`config.mk`:
```
export PLATFORM = sky130hd
export DESIGN_NAME = bsz_unit
export DESIGN_NICKNAME = d
export VERILOG_FILES = /design/src/rtl/bsz_pkg.sv /design/src/rtl/bsz_opmask.sv /design/src/rtl/bsz_prienc.sv /design/src/rtl/bsz_unit.sv
export SDC_FILE = /design/constraint.sdc
export NUM_CORES = 1
export LEC_CHECK = 0
export ABC_AREA = 1
export BUFFER_PORTS_ARGS = -buffer_cell sky130_fd_sc_hd__buf_4
export CORE_ASPECT_RATIO = 0.7
export CORE_MARGIN = 3
export CORE_UTILIZATION = 49
export CTS_BUF_LIST = sky130_fd_sc_hd__clkbuf_2 sky130_fd_sc_hd__clkbuf_4 sky130_fd_sc_hd__clkbuf_8
export DETAILED_ROUTE_END_ITERATION = 16
export PLACE_DENSITY_LB_ADDON = 0.25
export SYNTH_ARGS = -nofsm -noshare
export SYNTH_HDL_FRONTEND = slang
export SYNTH_SLANG_ARGS = --single-unit
export TNS_END_PERCENT = 30
```
`constraint.sdc`:
```
create_clock -name clk -period 0.8 [get_ports clk]
set_input_delay 0 -clock clk [delete_from_list [all_inputs] [get_ports clk]]
set_output_delay 0 -clock clk [all_outputs]
set_load 0.05 [all_outputs]
```
`src/rtl/bsz_pkg.sv`:
```
package bsz_pkg;
  typedef enum logic [1:0] {
    SZ_W16 = 2'b00,
    SZ_W32 = 2'b01,
    SZ_W64 = 2'b10,
    SZ_W64B = 2'b11
  } opsz_e;

  // Operand width in bits for a size code, clamped to the datapath width.
  function automatic int unsigned size_bits(input logic [1:0] code, input int unsigned xlen);
    int unsigned w;
    case (code)
      2'b00:   w = 16;
      2'b01:   w = 32;
      default: w = 64;
    endcase
    return (w > xlen) ? xlen : w;
  endfunction
endpackage

```
`src/rtl/bsz_opmask.sv`:
```
module bsz_opmask #(
  parameter int unsigned XLEN = 64,
  localparam int unsigned CW = $clog2(XLEN) + 1
) (
  input  logic [XLEN-1:0] src_i,
  input  logic [1:0]      size_i,
  output logic [XLEN-1:0] masked_o,
  output logic [CW-1:0]   width_o
);
  import bsz_pkg::*;

  int unsigned w_bits;
  logic [XLEN-1:0] keep;

  always_comb begin
    w_bits   = size_bits(size_i, XLEN);
    keep     = {XLEN{1'b1}} >> (XLEN - w_bits);
    masked_o = src_i & keep;
    width_o  = CW'(w_bits);
  end
endmodule

```
`src/rtl/bsz_prienc.sv`:
```
module bsz_prienc #(
  parameter int unsigned W = 64,
  parameter bit HIGH = 1'b0,
  localparam int unsigned IW = $clog2(W)
) (
  input  logic [W-1:0]  vec_i,
  output logic [IW-1:0] idx_o,
  output logic          any_o
);
  assign any_o = |vec_i;

  generate
    if (HIGH) begin : g_high
      // Last hit while climbing wins: highest set bit.
      always_comb begin
        idx_o = '0;
        for (int i = 0; i < W; i++)
          if (vec_i[i]) idx_o = IW'(i);
      end
    end else begin : g_low
      // Last hit while descending wins: lowest set bit.
      always_comb begin
        idx_o = '0;
        for (int i = W - 1; i >= 0; i--)
          if (vec_i[i]) idx_o = IW'(i);
      end
    end
  endgenerate
endmodule

```
`src/rtl/bsz_unit.sv`:
```
module bsz_unit #(
  parameter int unsigned XLEN = 64,
  localparam int unsigned IW = $clog2(XLEN),
  localparam int unsigned CW = IW + 1
) (
  input  logic            clk,
  input  logic            rst_n,
  input  logic            in_valid,
  input  logic            op_rev,
  input  logic            rep_pfx,
  input  logic            tz_en,
  input  logic            lz_en,
  input  logic [1:0]      op_size,
  input  logic [XLEN-1:0] src,
  input  logic [XLEN-1:0] old_dst,
  output logic            out_valid,
  output logic [XLEN-1:0] result,
  output logic            wr_en,
  output logic            zf,
  output logic            cf
);
  // Named internal events
  logic [XLEN-1:0] src_m;
  logic [CW-1:0]   width;
  logic [IW-1:0]   lo_idx, hi_idx;
  logic            lo_any, hi_any;
  logic            src_zero;
  logic            count_mode;
  logic [CW-1:0]   count_val;
  logic [IW-1:0]   scan_idx;
  logic [XLEN-1:0] nxt_result;
  logic            nxt_wr, nxt_zf, nxt_cf;
  logic            cnt_q;
  logic [CW-1:0]   width_q;

  bsz_opmask #(.XLEN(XLEN)) u_mask (
    .src_i(src), .size_i(op_size), .masked_o(src_m), .width_o(width)
  );

  bsz_prienc #(.W(XLEN), .HIGH(1'b0)) u_lo (
    .vec_i(src_m), .idx_o(lo_idx), .any_o(lo_any)
  );

  bsz_prienc #(.W(XLEN), .HIGH(1'b1)) u_hi (
    .vec_i(src_m), .idx_o(hi_idx), .any_o(hi_any)
  );

  always_comb begin
    src_zero   = ~lo_any;
    count_mode = rep_pfx & (op_rev ? lz_en : tz_en);
    scan_idx   = op_rev ? hi_idx : lo_idx;
    if (src_zero)
      count_val = width;
    else if (op_rev)
      count_val = width - CW'(1) - CW'(hi_idx);
    else
      count_val = CW'(lo_idx);

    if (count_mode) begin
      nxt_result = {{(XLEN-CW){1'b0}}, count_val};
      nxt_wr     = 1'b1;
      nxt_zf     = (count_val == '0);
      nxt_cf     = src_zero;
    end else begin
      nxt_result = src_zero ? old_dst : {{(XLEN-IW){1'b0}}, scan_idx};
      nxt_wr     = ~src_zero;
      nxt_zf     = src_zero;
      nxt_cf     = 1'b0;
    end
  end

  always_ff @(posedge clk or negedge rst_n) begin
    if (!rst_n) begin
      out_valid <= 1'b0;
      result    <= '0;
      wr_en     <= 1'b0;
      zf        <= 1'b0;
      cf        <= 1'b0;
      cnt_q     <= 1'b0;
      width_q   <= '0;
    end else begin
      out_valid <= in_valid;
      wr_en     <= in_valid & nxt_wr;
      zf        <= in_valid & nxt_zf;
      cf        <= in_valid & nxt_cf;
      cnt_q     <= in_valid & count_mode;
      if (in_valid) begin
        result  <= nxt_result;
        width_q <= width;
      end
    end
  end

  // Assertions
  p_valid_lat_r2: assert property (@(posedge clk) disable iff (!rst_n)
    in_valid |=> out_valid);
  p_valid_drop_r2: assert property (@(posedge clk) disable iff (!rst_n)
    !in_valid |=> !out_valid);
  p_flags_idle_r2: assert property (@(posedge clk) disable iff (!rst_n)
    !out_valid |-> !wr_en && !zf && !cf);
  p_lo_hi_agree_r3: assert property (@(posedge clk) disable iff (!rst_n)
    lo_any == hi_any && lo_idx <= hi_idx);
  p_scan_bound_r4: assert property (@(posedge clk) disable iff (!rst_n)
    out_valid && !cnt_q && !zf |-> wr_en && result < {{(XLEN-CW){1'b0}}, width_q});
  p_scan_keep_r6: assert property (@(posedge clk) disable iff (!rst_n)
    in_valid && !count_mode && src_zero |=> !wr_en && zf && result == $past(old_dst));
  p_count_write_r10: assert property (@(posedge clk) disable iff (!rst_n)
    out_valid && cnt_q |-> wr_en && result <= {{(XLEN-CW){1'b0}}, width_q});
  p_count_zf_r10: assert property (@(posedge clk) disable iff (!rst_n)
    out_valid && cnt_q |-> zf == (result == '0));
  p_cf_count_r11: assert property (@(posedge clk) disable iff (!rst_n)
    cf |-> cnt_q && result == {{(XLEN-CW){1'b0}}, width_q});
  p_cf_zero_r8: assert property (@(posedge clk) disable iff (!rst_n)
    in_valid && count_mode && src_zero |=> cf);
endmodule

```
==> flow_summary.toml, run 1 <==
[placement]
dp.cells = 1146
place_congestion = 1.01
place_hpwl_mm = 12.8
portBuffers = 204

[logic_synthesis]
synthArstFlopShare = 1.00
synthFlopType = "dfrtp_1"
synth_common_cells = "nand2_1, dfrtp_1, nand3_1"
synth_area_per_cell_um2 = 6.32
yosys_register_bits = 68
synth_top_area_frac = 0.376
yosysSeqAreaShare = 0.376
synth_area_leaders = "dfrtp_1, nand2_1, nand3_1"
yosysWarnings = 0
synth_nets = 858
synth_edf_count = 0
yosysMostFrequentCell = "nand2_1"
synth.distinct_cells = 32
netlist_instances = 717
synth_top_area_cell = "dfrtp_1"
post_synth_instance_area_um2 = 4530

[run_status]
error_line = "[ERROR DPL-0038] Utilization greater than 100%, impossible to legalize"
status = "aborted with a tool error"
stop_stage = "clock tree synthesis (4_1_cts)"

[floorplan]
die_width_um = 121
ios = 205
die_h_um = 86.4
rows = 28
initial_utilization = 0.519

[cts]
cts_buffers = 9
cts_hold_buf = 59
cts_root_buffer = "clkbuf_8"
cts_htree_levels = 3
ctsResizeCount = 173
cts_setup_buffers = 36
cts_sinks = 68
cts_buffer_depth = 2
==> through the flow <==
step                 util  instance area, um^2  worst slack (ns)
floorplan               -                 4580             -3.24
global placement    0.820                 7150             -3.28
detailed placement  0.820                 7150             -3.47
==> cells by family after synthesis <==
group	Yosys count	synth area share
simple gates	512	0.455
flops	68	0.376
compound gates	65	0.0837
xor+xnor	2	0.00553
fa+ha+maj	4	0.0127
buf+inv	66	0.0671
==> inputs of run 2 (changes only) <==
- CORE_ASPECT_RATIO: 0.7 -> unset
- CORE_UTILIZATION: 49 -> 34
- CTS_BUF_LIST: sky130_fd_sc_hd__clkbuf_2 sky130_fd_sc_hd__clkbuf_4 sky130_fd_sc_hd__clkbuf_8 -> unset
- PLACE_DENSITY_LB_ADDON: 0.25 -> 0.15
==> run 2 against run 1 <==
Compared with the run above: the flow now finishes, with violations (setup timing); area after synthesis unchanged; synthesized cell count unchanged.
==> flow_summary.toml, run 2 <==
[routing]
drt_iter0_drc = 353
routed_wl_mm = 18.7
wl_per_cell_um = 13.9
first_pass_iters = 5
vias = 6363
drc = 0
drtAntennaViolNets = 0
viasPerCell = 4.73

[floorplan]
rows = 41
initial_utilization = 0.353
die_width_um = 121
ios = 205
die_h_um = 121
core-area_um2 = 12800
die-area_um2 = 14700

[cts]
cts_buffers = 9
cts_sinks = 68
cts_buffer_depth = 2
cts_root_buffer = "clkbuf_16"
clock_latency_ns = 0.33
clk_pin_slew_ns = 0.06
tritoncts = "yes"
cts_htree_levels = 3

[flow_run]
drv_cap = 0

[worst_setup_path]
arrival_ns = 4.08
crit_slowest_cell = "ha_4"
worst_setup_path_end_kind = "register"
crit_buf_inv = 26
startpoint_type = "input port"
critical_path_class = "in -> reg"
crit_fanout = 3
reg2reg_depth = 2
crit_family = "buffers and inverters"
cp.required_ns = 1.02
crit_top_cell = "buf_4"
max_stage_delay_ns = 0.17
crit_cells = 36

[min_path]
holdPathStages = 2
min_path_type = "in -> reg"

[finish]
layout-drive-gt1-share = 0.482
multi_input_area_um2 = 3150
largest_reg_flops = 64
final_cell_mix = "nand2_1, buf_4, buf_6"
final_cells = 1346
design_area_um2 = 9800
final-seq-area_um2 = 1700
nets = 1308
area_delta_synth_final_pct = 116
mostFrequentLayoutCell = "nand2_1"
fillCellCount = 951
top_register = "result"

[grt]
grt_usage = 0.242
grt_pass1_vias = 6099
grt_first_pass_wirelength_mm = 28.7
grt_max_degree = 46
antenna_found_initial = 1
overflow = 0

[logic_synthesis]
netlist_instances = 717
synth_top_area_cell = "dfrtp_1"
synthFlopType = "dfrtp_1"
synth_area_leaders = "dfrtp_1, nand2_1, nand3_1"
synth_common_cells = "nand2_1, dfrtp_1, nand3_1"
synth_edf_count = 0
synth_nets = 858
yosys_register_bits = 68
yosysSeqAreaShare = 0.376
yosysWarnings = 0
yosysMostFrequentCell = "nand2_1"
post_synth_instance_area_um2 = 4530
synthArstFlopShare = 1.00
synth_top_area_frac = 0.376
synth_area_per_cell_um2 = 6.32
synth.distinct_cells = 32

[timing]
final_max_slew_viol_count = 0
min_period_ns = 3.86
skew_ns = 0
relSlewSlack = 0.757
fmax_ghz = 0.259
setup_viol = 135
min_period_over_period = 4.83
holdWs_ns = 0.0711
rsz0062_at_grt = "yes"
worst_pin_slew_ns = 0.361
hold_viol_final = 0
worst_slack_ns = -3.06

[power]
power.total_uw = 11400
p_leak_uw = 0.00531
cellPowerDensity_nw_per_um2 = 1160
ir_drop_v = 0.000916

[placement]
portBuffers = 204
place_hpwl_mm = 11.5
place_congestion = 0.902
placed_cell_area_um2 = 7250
dp.cells = 1201

[run_status]
status = "finished, violations left"
violations = "setup timing"
run 2: cell counts after synthesis:
Identical to the previous run, type by type.
run 2: logic make-up after synthesis:
group / Yosys count / synth area share
flip-flops: 68 / 0.376
buffers and inverters: 66 / 0.0671
XOR/XNOR: 2 / 0.00553
AND/OR/NAND/NOR: 512 / 0.455
adder cells (fa/ha/maj): 4 / 0.0127
AO/OA/AOI/OAI: 65 / 0.0837
run 2: worst paths after layout:
path,start,endpoint,slack [ns]
min,in_valid,out_valid,0.07
max reg2reg,result[17],result[17],0.14
min reg2reg,result[42],result[42],0.50
max,op_size[0],zf,-3.06
min in group asynchronous,rst_n,result[61],0.08
max in group asynchronous,rst_n,result[27],0.28
run 2: area by class of cell:
cell class,count,share of cell area
Inverter,38,0.0158
Timing Repair Buffer,467,0.438
Tap cell,172,0.0220
Antenna cell,2,0.000511
Multi-Input combinational cell,583,0.322
Sequential cell,68,0.174
Clock buffer,10,0.0244
Clock inverter,6,0.00408
run 2: power by group:
group	internal (uW)	leakage (uW)	total [uW]	switching [uW]
Clock	2170	0.000138	3630	1460
Sequential	3500	0.000934	3540	45.7
Combinational	2180	0.00424	4220	2040
run 2: through the flow:
stage                      util  setup slack [ns]  TNS, ns
final                     0.764             -3.06  -107.85
after CTS                 0.720             -2.92   -98.73
after floorplan               -             -3.24  -118.05
after detailed placement  0.566             -3.40  -119.75
after global routing      0.764             -3.61  -119.38
after global placement    0.566             -3.41  -120.05
run 2: timing repair:
item                       4_1_cts  5_1_grt
hold buffers                    59        0
setup buffers                   48       16
resized for setup              167      127
pin swaps                       38       56
hold endpoints to repair       126        0
setup endpoints to repair      135      135
cloned                           6        2
run 2: per-layer routing:
metal,part of all wire,wire length [um],global-route usage
met5,0,0,0
met3,0.071,1330,0.0611
met1,0.42,7830,0.316
met2,0.47,8800,0.381
met4,0.039,738,0.100
Power figures use the tool's default switching activity.
